## src/rtl/rtc_pgen_pkg.sv

```systemverilog
package rtc_pgen_pkg;

  // Status-flag positions decoded by the status register next door.
  localparam int unsigned IRQ_FLAG_BIT = 7;
  localparam int unsigned PER_FLAG_BIT = 6;

  // Low codes that are folded upward, and the amount added to them.
  localparam int unsigned FOLD_LIMIT = 2;
  localparam int unsigned FOLD_ADD   = 7;

  typedef enum logic [1:0] {
    DIV_IDLE    = 2'd0,
    DIV_RESTART = 2'd1,
    DIV_COUNT   = 2'd2
  } div_mode_e;

endpackage

```

## src/rtl/rtc_pgen_decode.sv

```systemverilog
module rtc_pgen_decode
  import rtc_pgen_pkg::*;
#(
  parameter int unsigned RATE_W = 4,
  parameter int unsigned CNT_W  = (1 << RATE_W) - 2
) (
  input  logic [RATE_W-1:0] rate_sel,
  input  logic              pie_en,
  output logic [RATE_W-1:0] eff_code,
  output logic              active,
  output logic [CNT_W-1:0]  last_cnt
);

  localparam logic [RATE_W-1:0] FOLD_LIM_V = RATE_W'(FOLD_LIMIT);
  localparam logic [RATE_W-1:0] FOLD_ADD_V = RATE_W'(FOLD_ADD);

  logic [RATE_W-1:0] shamt;
  logic [CNT_W:0]    period;

  always_comb begin
    if (rate_sel != '0 && rate_sel <= FOLD_LIM_V)
      eff_code = rate_sel + FOLD_ADD_V;
    else
      eff_code = rate_sel;
  end

  always_comb begin
    active = pie_en && (eff_code != '0);
    shamt  = (eff_code == '0) ? '0 : eff_code - RATE_W'(1);
    period = (CNT_W + 1)'(1) << shamt;
    last_cnt = CNT_W'(period - (CNT_W + 1)'(1));
  end

  // folding leaves no active code below 3.
  always_comb begin
    if (active)
      p_fold_floor_r2: assert (eff_code > FOLD_LIM_V);
  end

endmodule

```

## src/rtl/rtc_pgen_divider.sv

```systemverilog
module rtc_pgen_divider
  import rtc_pgen_pkg::*;
#(
  parameter int unsigned RATE_W = 4,
  parameter int unsigned CNT_W  = (1 << RATE_W) - 2
) (
  input  logic              clk,
  input  logic              rst,
  input  logic              tick,
  input  logic              cfg_wr,
  input  logic [RATE_W-1:0] eff_code,
  input  logic              active,
  input  logic [CNT_W-1:0]  last_cnt,
  output logic              expire
);

  logic [CNT_W-1:0]  cnt_q;
  logic [RATE_W-1:0] code_q;
  logic              act_q;
  logic              restart;
  div_mode_e         mode;

  always_comb begin
    restart = cfg_wr || (eff_code != code_q) || (active != act_q);
    if (restart)
      mode = DIV_RESTART;
    else if (active && tick)
      mode = DIV_COUNT;
    else
      mode = DIV_IDLE;
    expire = (mode == DIV_COUNT) && (cnt_q == last_cnt);
  end

  always_ff @(posedge clk) begin
    if (rst) begin
      cnt_q  <= '0;
      code_q <= '0;
      act_q  <= 1'b0;
    end else begin
      code_q <= eff_code;
      act_q  <= active;
      case (mode)
        DIV_RESTART: cnt_q <= '0;
        DIV_COUNT:   cnt_q <= (cnt_q == last_cnt) ? '0 : cnt_q + CNT_W'(1);
        default:     cnt_q <= cnt_q;
      endcase
    end
  end

  // a restart leaves the divider at zero.
  p_restart_clear_r5: assert property (@(posedge clk) disable iff (rst)
    $past(restart) |-> (cnt_q == '0));

  // the counter never runs past the terminal value of a steady rate.
  p_cnt_bound_r1: assert property (@(posedge clk) disable iff (rst)
    (!restart && active) |-> (cnt_q <= last_cnt));

  // without a tick the count holds.
  p_tick_gate_r8: assert property (@(posedge clk) disable iff (rst)
    (!tick && !restart) |=> $stable(cnt_q));

endmodule

```

## src/rtl/rtc_pgen_flags.sv

```systemverilog
module rtc_pgen_flags
  import rtc_pgen_pkg::*;
#(
  parameter int unsigned FLAG_W = 8
) (
  input  logic              clk,
  input  logic              rst,
  input  logic              fire,
  output logic              evt,
  output logic [FLAG_W-1:0] flags
);

  logic [FLAG_W-1:0] set_mask;

  always_comb begin
    set_mask = '0;
    set_mask[IRQ_FLAG_BIT] = 1'b1;
    set_mask[PER_FLAG_BIT] = 1'b1;
  end

  always_ff @(posedge clk) begin
    if (rst) begin
      evt   <= 1'b0;
      flags <= '0;
    end else begin
      evt   <= fire;
      flags <= fire ? set_mask : '0;
    end
  end

  // mask and event agree.
  p_mask_match_r4: assert property (@(posedge clk) disable iff (rst)
    (flags != '0) |-> (evt && flags == set_mask));

  // one cycle wide.
  p_single_cycle_r4: assert property (@(posedge clk) disable iff (rst)
    evt |=> !evt);

endmodule

```

## src/rtl/rtc_periodic_gen.sv

```systemverilog
module rtc_periodic_gen
  import rtc_pgen_pkg::*;
#(
  parameter int unsigned RATE_W = 4,
  parameter int unsigned FLAG_W = 8
) (
  input  logic              clk,
  input  logic              rst,
  input  logic              tick_32k,
  input  logic [RATE_W-1:0] rate_sel,
  input  logic              pie_en,
  input  logic              cfg_wr,
  output logic              periodic_evt,
  output logic [FLAG_W-1:0] flag_set
);

  localparam int unsigned MAX_CODE = (1 << RATE_W) - 1;
  localparam int unsigned CNT_W    = MAX_CODE - 1;

  logic [RATE_W-1:0] eff_code;
  logic              active;
  logic [CNT_W-1:0]  last_cnt;
  logic              expire;

  rtc_pgen_decode #(.RATE_W(RATE_W), .CNT_W(CNT_W)) u_decode (
    .rate_sel (rate_sel),
    .pie_en   (pie_en),
    .eff_code (eff_code),
    .active   (active),
    .last_cnt (last_cnt)
  );

  rtc_pgen_divider #(.RATE_W(RATE_W), .CNT_W(CNT_W)) u_div (
    .clk      (clk),
    .rst      (rst),
    .tick     (tick_32k),
    .cfg_wr   (cfg_wr),
    .eff_code (eff_code),
    .active   (active),
    .last_cnt (last_cnt),
    .expire   (expire)
  );

  rtc_pgen_flags #(.FLAG_W(FLAG_W)) u_flags (
    .clk   (clk),
    .rst   (rst),
    .fire  (expire),
    .evt   (periodic_evt),
    .flags (flag_set)
  );

  // an event only follows a cycle in which the generator was enabled.
  p_quiet_off_r3: assert property (@(posedge clk) disable iff (rst)
    periodic_evt |-> $past(active));

  // the output register is clear right after reset.
  p_reset_clear_r9: assert property (@(posedge clk)
    $past(rst) |-> (!periodic_evt && flag_set == '0));

endmodule

```

## config.mk

```make
export PLATFORM = sky130hd
export DESIGN_NAME = rtc_periodic_gen
export DESIGN_NICKNAME = d
export VERILOG_FILES = /design/src/rtl/rtc_pgen_pkg.sv /design/src/rtl/rtc_pgen_decode.sv /design/src/rtl/rtc_pgen_divider.sv /design/src/rtl/rtc_pgen_flags.sv /design/src/rtl/rtc_periodic_gen.sv
export SDC_FILE = /design/constraint.sdc
export NUM_CORES = 1
export LEC_CHECK = 0
export BUFFER_PORTS_ARGS = -buffer_cell sky130_fd_sc_hd__buf_2
export CAP_MARGIN = 20
export CELL_PAD_IN_SITES_DETAIL_PLACEMENT = 0
export CELL_PAD_IN_SITES_GLOBAL_PLACEMENT = 2
export CORE_ASPECT_RATIO = 2
export CORE_MARGIN = 2
export CORE_UTILIZATION = 36
export CTS_CLUSTER_DIAMETER = 30
export DETAILED_ROUTE_END_ITERATION = 10
export PLACE_DENSITY = 0.79
export REMOVE_ABC_BUFFERS = 1
export SLEW_MARGIN = 20
export SYNTH_ARGS = -nofsm -noshare
export SYNTH_HDL_FRONTEND = slang
export SYNTH_SLANG_ARGS = --single-unit
```

## constraint.sdc

```tcl
create_clock -name clk -period 4.6 [get_ports clk]
set_clock_uncertainty 0.05 [all_clocks]
set_input_delay 0.69 -clock clk [delete_from_list [all_inputs] [get_ports clk]]
set_output_delay 0.69 -clock clk [all_outputs]
set_load 0.01 [all_outputs]
```

After elaboration in Yosys (flattened, before gate mapping)
Index checks and enable logic that the tools add are counted.

word-level totals
  register bits = 28
  output and inout bits = 9

cells by class
  mux-type cells = 7
  $add $sub $neg = 4
  eq/ne operators = 5
  magnitude comparators = 1
  reduce and logical (&&, ||, !) cells = 10
  shifts and indexed selects = 1

operator list
  kind                   number
  $pmux 14 s2            1
  $add 14x1->14 const B  1
  $eq 14x14->1           1
  $mux 14                1
  $shl 1x4->14 const A   1
  $sub 14x1->14 const B  1
  $mux 4                 2
  $mux 8                 1
  $reduce_bool 4->1      2
  $add 4x3->4 const B    1
  $le 4x2->1 const B     1
  $logic_and 1x1->1      4
  $logic_not 4->1        1
  $mux 2                 2
  $ne 4x4->1             1
  $sub 4x1->4 const B    1
  $eq 2x1->1 const B     1
  $eq 2x2->1 const B     1
  $logic_or 1x1->1       2
  $reduce_bool 2->1      1
  $ne 1x1->1             1

Logic depth before layout (Yosys ltp)
Gate-level depths: netlist of the first run.

  depth after elaboration = 11
  depth in mapped cells = 17

Cells and area by module
From an unflattened synthesis of the first run, not the netlist that was laid out.

unflattened totals
  cells, all modules = 257
  area total of the unflattened synthesis = 1979.4 µm²

by module, submodules not included
  module            instances  area each (µm²)  cells an instance
  rtc_pgen_divider  1          1158.6           128
  rtc_pgen_decode   1          723.2            118
  rtc_pgen_flags    1          97.6             11

Least setup slack after synthesis of the first run
Ideal clock, no wire load.

  path kind = in2reg
  from = in rate_sel[1]
  to = reg u_div.cnt_q[1]
  stages on the path = 17
  required time = 4433 ps
  buffers on the path = 4
  data arrival time = 4026 ps
  setup slack = 407 ps
  cells stage by stage = clkbuf_1 inv_1 ha_1 buf_2 or4b_1 buf_2 a21oi_1 or3_1 ha_1 nand3_1 or3_1 nor2_1 o31ai_4 a221oi_2 buf_6 a21oi_2 a22o_1

on the way
  cells in the longest elaborated chain, start to end = 10

ends and longest elaborated chain
  what                                              RTL line                                        RTL
  start: declaration                                rtc_periodic_gen.sv:10                          input logic [RATE_W-1:0] rate_sel,
  $le 4x2->1 or $reduce_bool 4->1 (tied branches)   rtc_pgen_decode.sv:21                           if (rate_sel != '0 && rate_sel <= FOLD_LIM_V)
  $logic_and 1x1->1                                 rtc_pgen_decode.sv:21
  $mux 4 (*)                                        rtc_pgen_decode.sv:21
  $sub 4x1->4 (tied with other cells)               rtc_pgen_decode.sv:29                           shamt = (eff_code == '0) ? '0 : eff_code - RATE_W'(1);
  $mux 4 or $logic_and 1x1->1 (tied branches)       rtc_pgen_decode.sv:29, rtc_pgen_decode.sv:28
  $shl 1x4->14 (tied with other cells)              rtc_pgen_decode.sv:30                           period = (CNT_W + 1)'(1) << shamt;
  $sub 14x1->14 (tied with other cells)             rtc_pgen_decode.sv:31                           last_cnt = CNT_W'(period - (CNT_W + 1)'(1));
  $eq 14x14->1 or $mux 2 (tied branches)            rtc_pgen_divider.sv:44, rtc_pgen_divider.sv:25
  $mux 14 (tied with other cells)                   rtc_pgen_divider.sv:44                          DIV_COUNT: cnt_q <= (cnt_q == last_cnt) ? '0 : cnt_q + CNT_W'(1);
  $pmux 14 s2 or $reduce_bool 2->1 (tied branches)  n/a
  end signal: assignment                            rtc_pgen_divider.sv:44
  end signal: assignment                            rtc_pgen_divider.sv:45                          default: cnt_q <= cnt_q;
  end: declaration                                  rtc_pgen_divider.sv:17                          logic [CNT_W-1:0] cnt_q;

Every way passes the cells marked *; elsewhere a longest branch is shown, timed or not.
A chain may end at the register's enable or synchronous reset.

Worst setup path in the final report of the first run
  from = in rate_sel[0]
  to = reg u_div.cnt_q[3]

The elaborated chain is that of the path after synthesis.

==> out/results.ini, run 1 <==
[logic_synthesis]
netlist-cell-type-count = 68
synth_top_family_by_area = simple AND/OR/NAND/NOR gates
ys.flop_type = dfxtp_1
syn_avg_cell_area_um2 = 7.88
postSynthCellCount = 278
yosys.area_share.adder_pct = 3.43
synth.area.mux_share_pct = 1.60
synth-compound-area-share_pct = 28.9
netlist_area_um2 = 2190
synth_edf_count = 0
synth-simple-area-share_pct = 29.1
synth_xor_xnor_area_share_pct = 10.3
ys_seq_area_share_pct = 18.3
ys_seq_elements = 20
ys_warn_count = 0
async_flop_share_pct = 0

[cells_and_area]
layout_commonest_cell = nand2_1
multi_input_area_um2 = 1630
seqCellArea_um2 = 400
antennaDiodeCount = 0
syn_to_final_growth_pct = 10.3
fin_nets = 304
fillCellCount = 622
final_cell_mix = nand2_1 (24), dfxtp_1 (20), nor2_1 (18)
drive_above_1_share_pct = 19.8

[clock_tree]
cts.sinks = 20
cts_buffers = 3
cts_tree = built
clockBufferDepth = 2
clk_latency_ps = 250
postCtsSetupRepairBufs = 0
root_buffer = clkbuf_16
ctsResizeCount = 0
cts_max_level = 1
clk_pin_slew_ps = 60
hold_buffers = 0

[sta]
hold_viol_final = 0
whs_ps = 438
post-route-period-util_pct = 86.5
final.setup.tns_ps = 0
rsz0062_at_grt = false
min_period_ps = 3980
worst_slew_pin_slew_ps = 569
slew_headroom_pct = 62.0
maxSlewViolCount = 0
fmax_mhz = 251
setup_viol = 0

[route]
vias = 2059
drc = 0
drtIter0Drc = 99
drtAntennaViolNets = 0
drt_wl_total_mm = 6.12
firstDrtPassIters = 4
wire_per_inst_um = 17.4
vias_per_cell = 5.87

[placement]
io_buffer_count = 11
globalplace.congestion = 0.888
dp_hpwl_mm = 5.03

[die]
rows = 40
die_h_um = 114
pin_count = 18
floorplan.initialDensity_pct = 36.8
die_area_um2 = 6760
core_um2 = 5960
die_w_um = 59.1

[power_and_ir_drop]
p_leak_nw = 0.891
p_int_uw = 398
p_clk_share_pct = 43.7
pwr-share-seq_pct = 32.1
p_comb_share_pct = 24.2
vdd_ir_drop_max_v = 0.000187
powerDensity_nw_per_um2 = 229
swShare_pct = 27.9
power.switching_uw = 154

[worst_setup_path]
critPathKind = input port to flop
required_ps = 4690
crit_arrival_ps = 4070
critPathLaunchType = input port
worstPathMaxFanout = 11
cp-end-kind = flop

[global_route]
grt_pass1_wl_mm = 10.2
overflow = 0
busiest_layer = met2
grt_start_max_net_pins = 21
grt_util_met3_pct = 1.13
grt_pass1_vias = 2039
grt_util_met2_pct = 38.8
grt_use_met1_pct = 19.4
antenna_found_initial = 0
grtUsageTotal_pct = 19.6

[hold_path]
worstHoldPathType = flop to flop

[run]
cap_violations = 0

[status]
outcome = finished, final reports clean

==> flip-flops by register name, indices dropped and copies added (netlist names) <==
register	count
u_flags.flags	1
u_div.code_q	4
u_div.act_q	1
u_div.cnt_q	14
==> power groups by stage <==
stage / Combinational (mW) / Clock [mW] / Sequential [mW]
6_report: 0.133 / 0.241 / 0.177
2_1_floorplan: 0.0871 / 0 / 0.181
4_1_cts: 0.133 / 0.248 / 0.177
3_5_place_dp: 0.133 / 0 / 0.181
3_3_place_gp: 0.133 / 0 / 0.181
5_1_grt: 0.147 / 0.253 / 0.177
==> per-layer routing <==
layer	wire [µm]	share of wire, %
met5	0	0
met4	175	2.9
met3	83	1.4
met2	3650	60
met1	2220	36
==> path summary, 6_finish.rpt <==
kind | startpoint | endpoint | slack, ps | depth (start not counted)
max reg2reg | u_div.cnt_q[12]$_SDFFE_PP0P_ | u_div.cnt_q[3]$_SDFFE_PP0P_ | 2400 | 7
min reg2reg | u_div.cnt_q[13]$_SDFFE_PP0P_ | u_div.cnt_q[13]$_SDFFE_PP0P_ | 440 | 2
max | rate_sel[0] | u_div.cnt_q[3]$_SDFFE_PP0P_ | 620 | 14
min | u_div.cnt_q[13]$_SDFFE_PP0P_ | u_div.cnt_q[13]$_SDFFE_PP0P_ | 440 | 2
==> kinds of logic after synthesis <==
| group | Yosys count |
|---|---|
| XOR/XNOR | 24 |
| other | 1 |
| AND/OR/NAND/NOR | 117 |
| multiplexers | 3 |
| flip-flops | 20 |
| AO/OA/AOI/OAI | 73 |
| adder cells (fa/ha/maj) | 6 |
| buffers and inverters | 34 |
==> Yosys cell counts (3+ instances only) <==
| cell | number | area share, % |
|---|---|---|
| o21ai_1 | 6 | 1.4 |
| or2_2 | 5 | 1.4 |
| xnor2_1 | 13 | 5.2 |
| and3_1 | 3 | 0.86 |
| nand2b_1 | 13 | 3.7 |
| a221oi_2 | 9 | 6.2 |
| buf_2 | 5 | 1.1 |
| nor2b_1 | 6 | 1.7 |
| a31oi_1 | 3 | 0.86 |
| nor3_1 | 6 | 1.4 |
| nand4_1 | 7 | 2.0 |
| buf_4 | 8 | 2.7 |
| a21oi_1 | 8 | 1.8 |
| ha_1 | 6 | 3.4 |
| nand2_1 | 24 | 4.1 |
| nor2_1 | 18 | 3.1 |
| inv_1 | 9 | 1.5 |
| nor4_1 | 3 | 0.86 |
| or3_1 | 6 | 1.7 |
| a21o_1 | 10 | 3.4 |
| nand3_1 | 14 | 3.2 |
| o21ai_0 | 6 | 1.4 |
| dfxtp_1 | 20 | 18 |
| xor2_1 | 10 | 4.0 |
| clkbuf_1 | 8 | 1.4 |
==> critical path, cell delays in order <==
cell and delay [ps]:
buf_2 90, inv_1 110, ha_1 280, nand2b_1 300, a211o_1 430, or3_1 360
ha_1 210, nand3_1 160, o21ai_0 170, a311o_1 380, o311a_1 100, nand2_1 430
a21o_1 270, o21ai_1 90
==> per-stage QoR <==
| step | setup WS (ps) | power (mW) | instance area, µm² | cells | util, % |
|---|---|---|---|---|---|
| 6_report | 619 | 0.552 | 2410 | 351 | 40.5 |
| 5_1_grt | 328 | 0.577 | 2410 | 351 | 40.5 |
| 4_1_cts | 627 | 0.559 | 2410 | 351 | 40.5 |
| 3_5_place_dp | 359 | 0.314 | 2310 | 347 | 38.8 |
| 3_3_place_gp | 370 | 0.314 | 2310 | 347 | 38.8 |
| 2_1_floorplan | 267 | 0.268 | 2060 | 258 | - |
==> layout make-up <==
| type | count | share of cell area [%] |
|---|---|---|
| multi-input combinational | 229 | 67.5 |
| sequential | 20 | 16.6 |
| timing repair buffer | 26 | 6.94 |
| inverter | 9 | 1.40 |
| tap | 63 | 3.26 |
| clock inverter | 1 | 1.24 |
| clock buffer | 3 | 3.11 |
No activity file was read; power rests on OpenSTA's default activity.
==> run 2, diff against run 1 <==
--- a/config.mk
+++ b/config.mk
@@ -5,13 +5,14 @@
 export SDC_FILE = /design/constraint.sdc
 export NUM_CORES = 1
 export LEC_CHECK = 0
+export ABC_AREA = 1
 export BUFFER_PORTS_ARGS = -buffer_cell sky130_fd_sc_hd__buf_2
 export CAP_MARGIN = 20
 export CELL_PAD_IN_SITES_DETAIL_PLACEMENT = 0
 export CELL_PAD_IN_SITES_GLOBAL_PLACEMENT = 2
 export CORE_ASPECT_RATIO = 2
 export CORE_MARGIN = 2
-export CORE_UTILIZATION = 36
+export CORE_UTILIZATION = 32
 export CTS_CLUSTER_DIAMETER = 30
 export DETAILED_ROUTE_END_ITERATION = 10
 export PLACE_DENSITY = 0.79
==> out/results.ini, run 2 <==
[status]
outcome = finished, final reports clean

[route]
vias = 2053  ; -0.29%
vias_per_cell = 4.58  ; -22%
drtIter0Drc = 104  ; +5.1%
drt_wl_total_mm = 5.24  ; -14%
wire_per_inst_um = 11.7  ; -33%
drtAntennaViolNets = 0  ; unchanged
firstDrtPassIters = 4  ; unchanged
drc = 0  ; unchanged

[sta]
maxSlewViolCount = 0  ; unchanged
fmax_mhz = 279  ; +11%
final.setup.tns_ps = 0  ; unchanged
slew_headroom_pct = 51.5  ; -10 points
setup_viol = 0  ; unchanged
worst_slew_pin_slew_ps = 721  ; +152 ps
rsz0062_at_grt = false
min_period_ps = 3590  ; -395 ps
hold_viol_final = 0  ; unchanged
post-route-period-util_pct = 78.0  ; -8.6 points

[clock_tree]
ctsResizeCount = 0  ; unchanged
cts_tree = built
clockBufferDepth = 2  ; unchanged
hold_buffers = 0  ; unchanged
cts_buffers = 3  ; unchanged
cts.sinks = 20  ; unchanged
postCtsSetupRepairBufs = 0  ; unchanged
clk_latency_ps = 260  ; about the same
root_buffer = clkbuf_16
clk_pin_slew_ps = 50  ; about the same
cts_max_level = 1  ; unchanged

[power_and_ir_drop]
vdd_ir_drop_max_v = 0.000203  ; +9.1%
p_leak_nw = 1.02  ; +14%
powerDensity_nw_per_um2 = 227  ; -0.51%

[worst_setup_path]
r2r-start = u_div.cnt_q[2]$_SDFFE_PP0P_
worstPathMaxFanout = 15  ; +4
cp-startpoint = rate_sel[0]
critPathKind = input port to flop
cp-end-kind = flop
critPathLaunchType = input port
r2r_setup_slack_ps = 2090  ; -310 ps
critical_path.endpoint = u_div.cnt_q[9]$_SDFFE_PP0P_
reg2reg_depth = 13  ; +6
crit_arrival_ps = 3670  ; -400 ps
required_ps = 4680  ; about the same
r2r-end = u_div.cnt_q[13]$_SDFFE_PP0P_

[cells_and_area]
fin_nets = 376  ; +24%
largest_reg_flops = 14  ; unchanged
drive_above_1_share_pct = 14.4  ; -5.3 points
top_register = u_div.cnt_q
layout_commonest_cell = nand2_1
multi_input_area_um2 = 1460  ; -10%
antennaDiodeCount = 0  ; unchanged
top_regs = u_div.cnt_q: 14 flops, u_div.code_q: 4 flops
final_cell_mix = nand2_1 (105), inv_1 (42), nor2_1 (39)
fillCellCount = 761  ; +22%
seqCellArea_um2 = 400  ; unchanged
post-route-cell-area_um2 = 2300  ; -4.6%
syn_to_final_growth_pct = 8.93

[logic_synthesis]
ys_seq_area_share_pct = 18.9  ; +0.64 points
yosys-top-cells-area = dfxtp_1 (19%), nand2_1 (19%), inv_1 (7.5%)
syn_avg_cell_area_um2 = 5.99  ; -24%
yosys.area.top_type = dfxtp_1
synth_edf_count = 0  ; unchanged
postSynthCellCount = 353  ; +27%
async_flop_share_pct = 0  ; unchanged
synth_top_area_share_pct = 18.9  ; +0.64 points
synth_most_common_cell = nand2_1
ys_seq_elements = 20  ; unchanged
ys_warn_count = 0  ; unchanged
synth_commonest_cells = nand2_1 (105), inv_1 (42), nor2_1 (39)
netlist_area_um2 = 2120  ; -3.4%
ys.flop_type = dfxtp_1
netlist-cell-type-count = 37  ; -46%

[placement]
dpl_cell_area_um2 = 2220  ; -4.1%
io_buffer_count = 11  ; unchanged
dp_hpwl_mm = 4.26  ; -15%
globalplace.congestion = 0.841  ; -5.4%

[die]
floorplan.initialDensity_pct = 32.5  ; -4.3 points
die_w_um = 61.5  ; +4.0%
pin_count = 18  ; unchanged
die_area_um2 = 7320  ; +8.2%
rows = 42  ; +5.0%
core_um2 = 6520  ; +9.4%
die_h_um = 119  ; +4.1%

[hold_path]
worstHoldPathType = flop to flop

[global_route]
antenna_found_initial = 0  ; unchanged
overflow = 0  ; unchanged
grt_pass1_vias = 1936  ; -5.1%
grt_start_max_net_pins = 21  ; unchanged
grt_pass1_wl_mm = 8.94  ; -12%
grtUsageTotal_pct = 15.8  ; -3.8 points

[run]
cap_violations = 0  ; unchanged

==> run 2: cell types whose count changed after synthesis, moves of 7 or more <==
cell	before	now
inv_1	9	42
nand3_2	0	7
nand2_1	24	105
a21o_1	10	0
nand2_2	0	7
nor2_1	18	39
a21oi_1	8	18
xnor2_1	13	1
nand3_1	14	24
a221oi_2	9	0
nand2b_1	13	0
==> run 2: how the worst min path moves through the flow <==
stage | start | endpoint | slack (ps) | cells after the start
3_3_place_gp | u_div.cnt_q[7]$_SDFFE_PP0P_ | u_div.cnt_q[7]$_SDFFE_PP0P_ | 420 | 2
3_5_place_dp | u_div.cnt_q[7]$_SDFFE_PP0P_ | u_div.cnt_q[7]$_SDFFE_PP0P_ | 430 | 2
6_report | u_div.cnt_q[7]$_SDFFE_PP0P_ | u_div.cnt_q[7]$_SDFFE_PP0P_ | 440 | 2
4_1_cts | u_div.cnt_q[7]$_SDFFE_PP0P_ | u_div.cnt_q[7]$_SDFFE_PP0P_ | 440 | 2
5_1_grt | u_div.cnt_q[7]$_SDFFE_PP0P_ | u_div.cnt_q[7]$_SDFFE_PP0P_ | 470 | 2
2_1_floorplan | u_div.cnt_q[13]$_SDFFE_PP0P_ | u_div.cnt_q[13]$_SDFFE_PP0P_ | 400 | 2
==> run 2: critical path, stage by stage <==
cell and delay, ps:
buf_2 130, inv_1 140, ha_1 170, inv_1 40, nand2_1 190, nand4_1 190
nand2_4 170, nand3_2 120, nand2_1 140, o211ai_2 140, ha_1 240, nand3b_1 180
nand3_1 100, nand3_1 70, nor2_1 90, nand2_1 50, nor2_1 110, nand2_1 70
nor2_1 120, nand3_2 280, nand2_1 160, a21oi_1 70
==> run 2: layout make-up <==
class,instances,area share [%]
sequential,20,17.4
clock buffer,4,3.85
multi-input combinational,276,63.4
inverter,48,7.93
tap,88,4.78
timing repair buffer,12,2.71
==> run 2: cell families after synthesis <==
logic type      count (synthesis)  synth area share [%]
simple gates                  225                  51.5
buf+inv                        62                  13.0
compound gates                 26                  7.51
flops                          20                  18.9
xor+xnor                       13                  5.38
fa+ha+maj                       6                  3.55
other cells                     1                 0.177
==> run 2: report_power, final <==
group          total, mW  internal, mW  switching (mW)
clock              0.199         0.133          0.0662
sequential         0.178         0.176         0.00141
combinational      0.148        0.0471           0.101
==> run 2: per-layer routing <==
layer	global-route usage, %	routed length (µm)	vias to the layer above
li1	-	-	1120
met1	19.4	2280	910
met2	27.5	2790	19
met3	0.651	94	4
met4	6.38	78	0
met5	0	0	-
==> run 2: metrics by stage <==
stage | utilization (%) | hold WS, ps | instances | setup WS, ps | power (mW)
2_1_floorplan | - | 402 | 344 | 1380 | 0.297
3_3_place_gp | 34.0 | 424 | 444 | 808 | 0.329
3_5_place_dp | 34.0 | 426 | 444 | 713 | 0.329
4_1_cts | 35.4 | 435 | 448 | 992 | 0.535
5_1_grt | 35.4 | 473 | 448 | 524 | 0.561
6_report | 35.4 | 435 | 448 | 1010 | 0.524
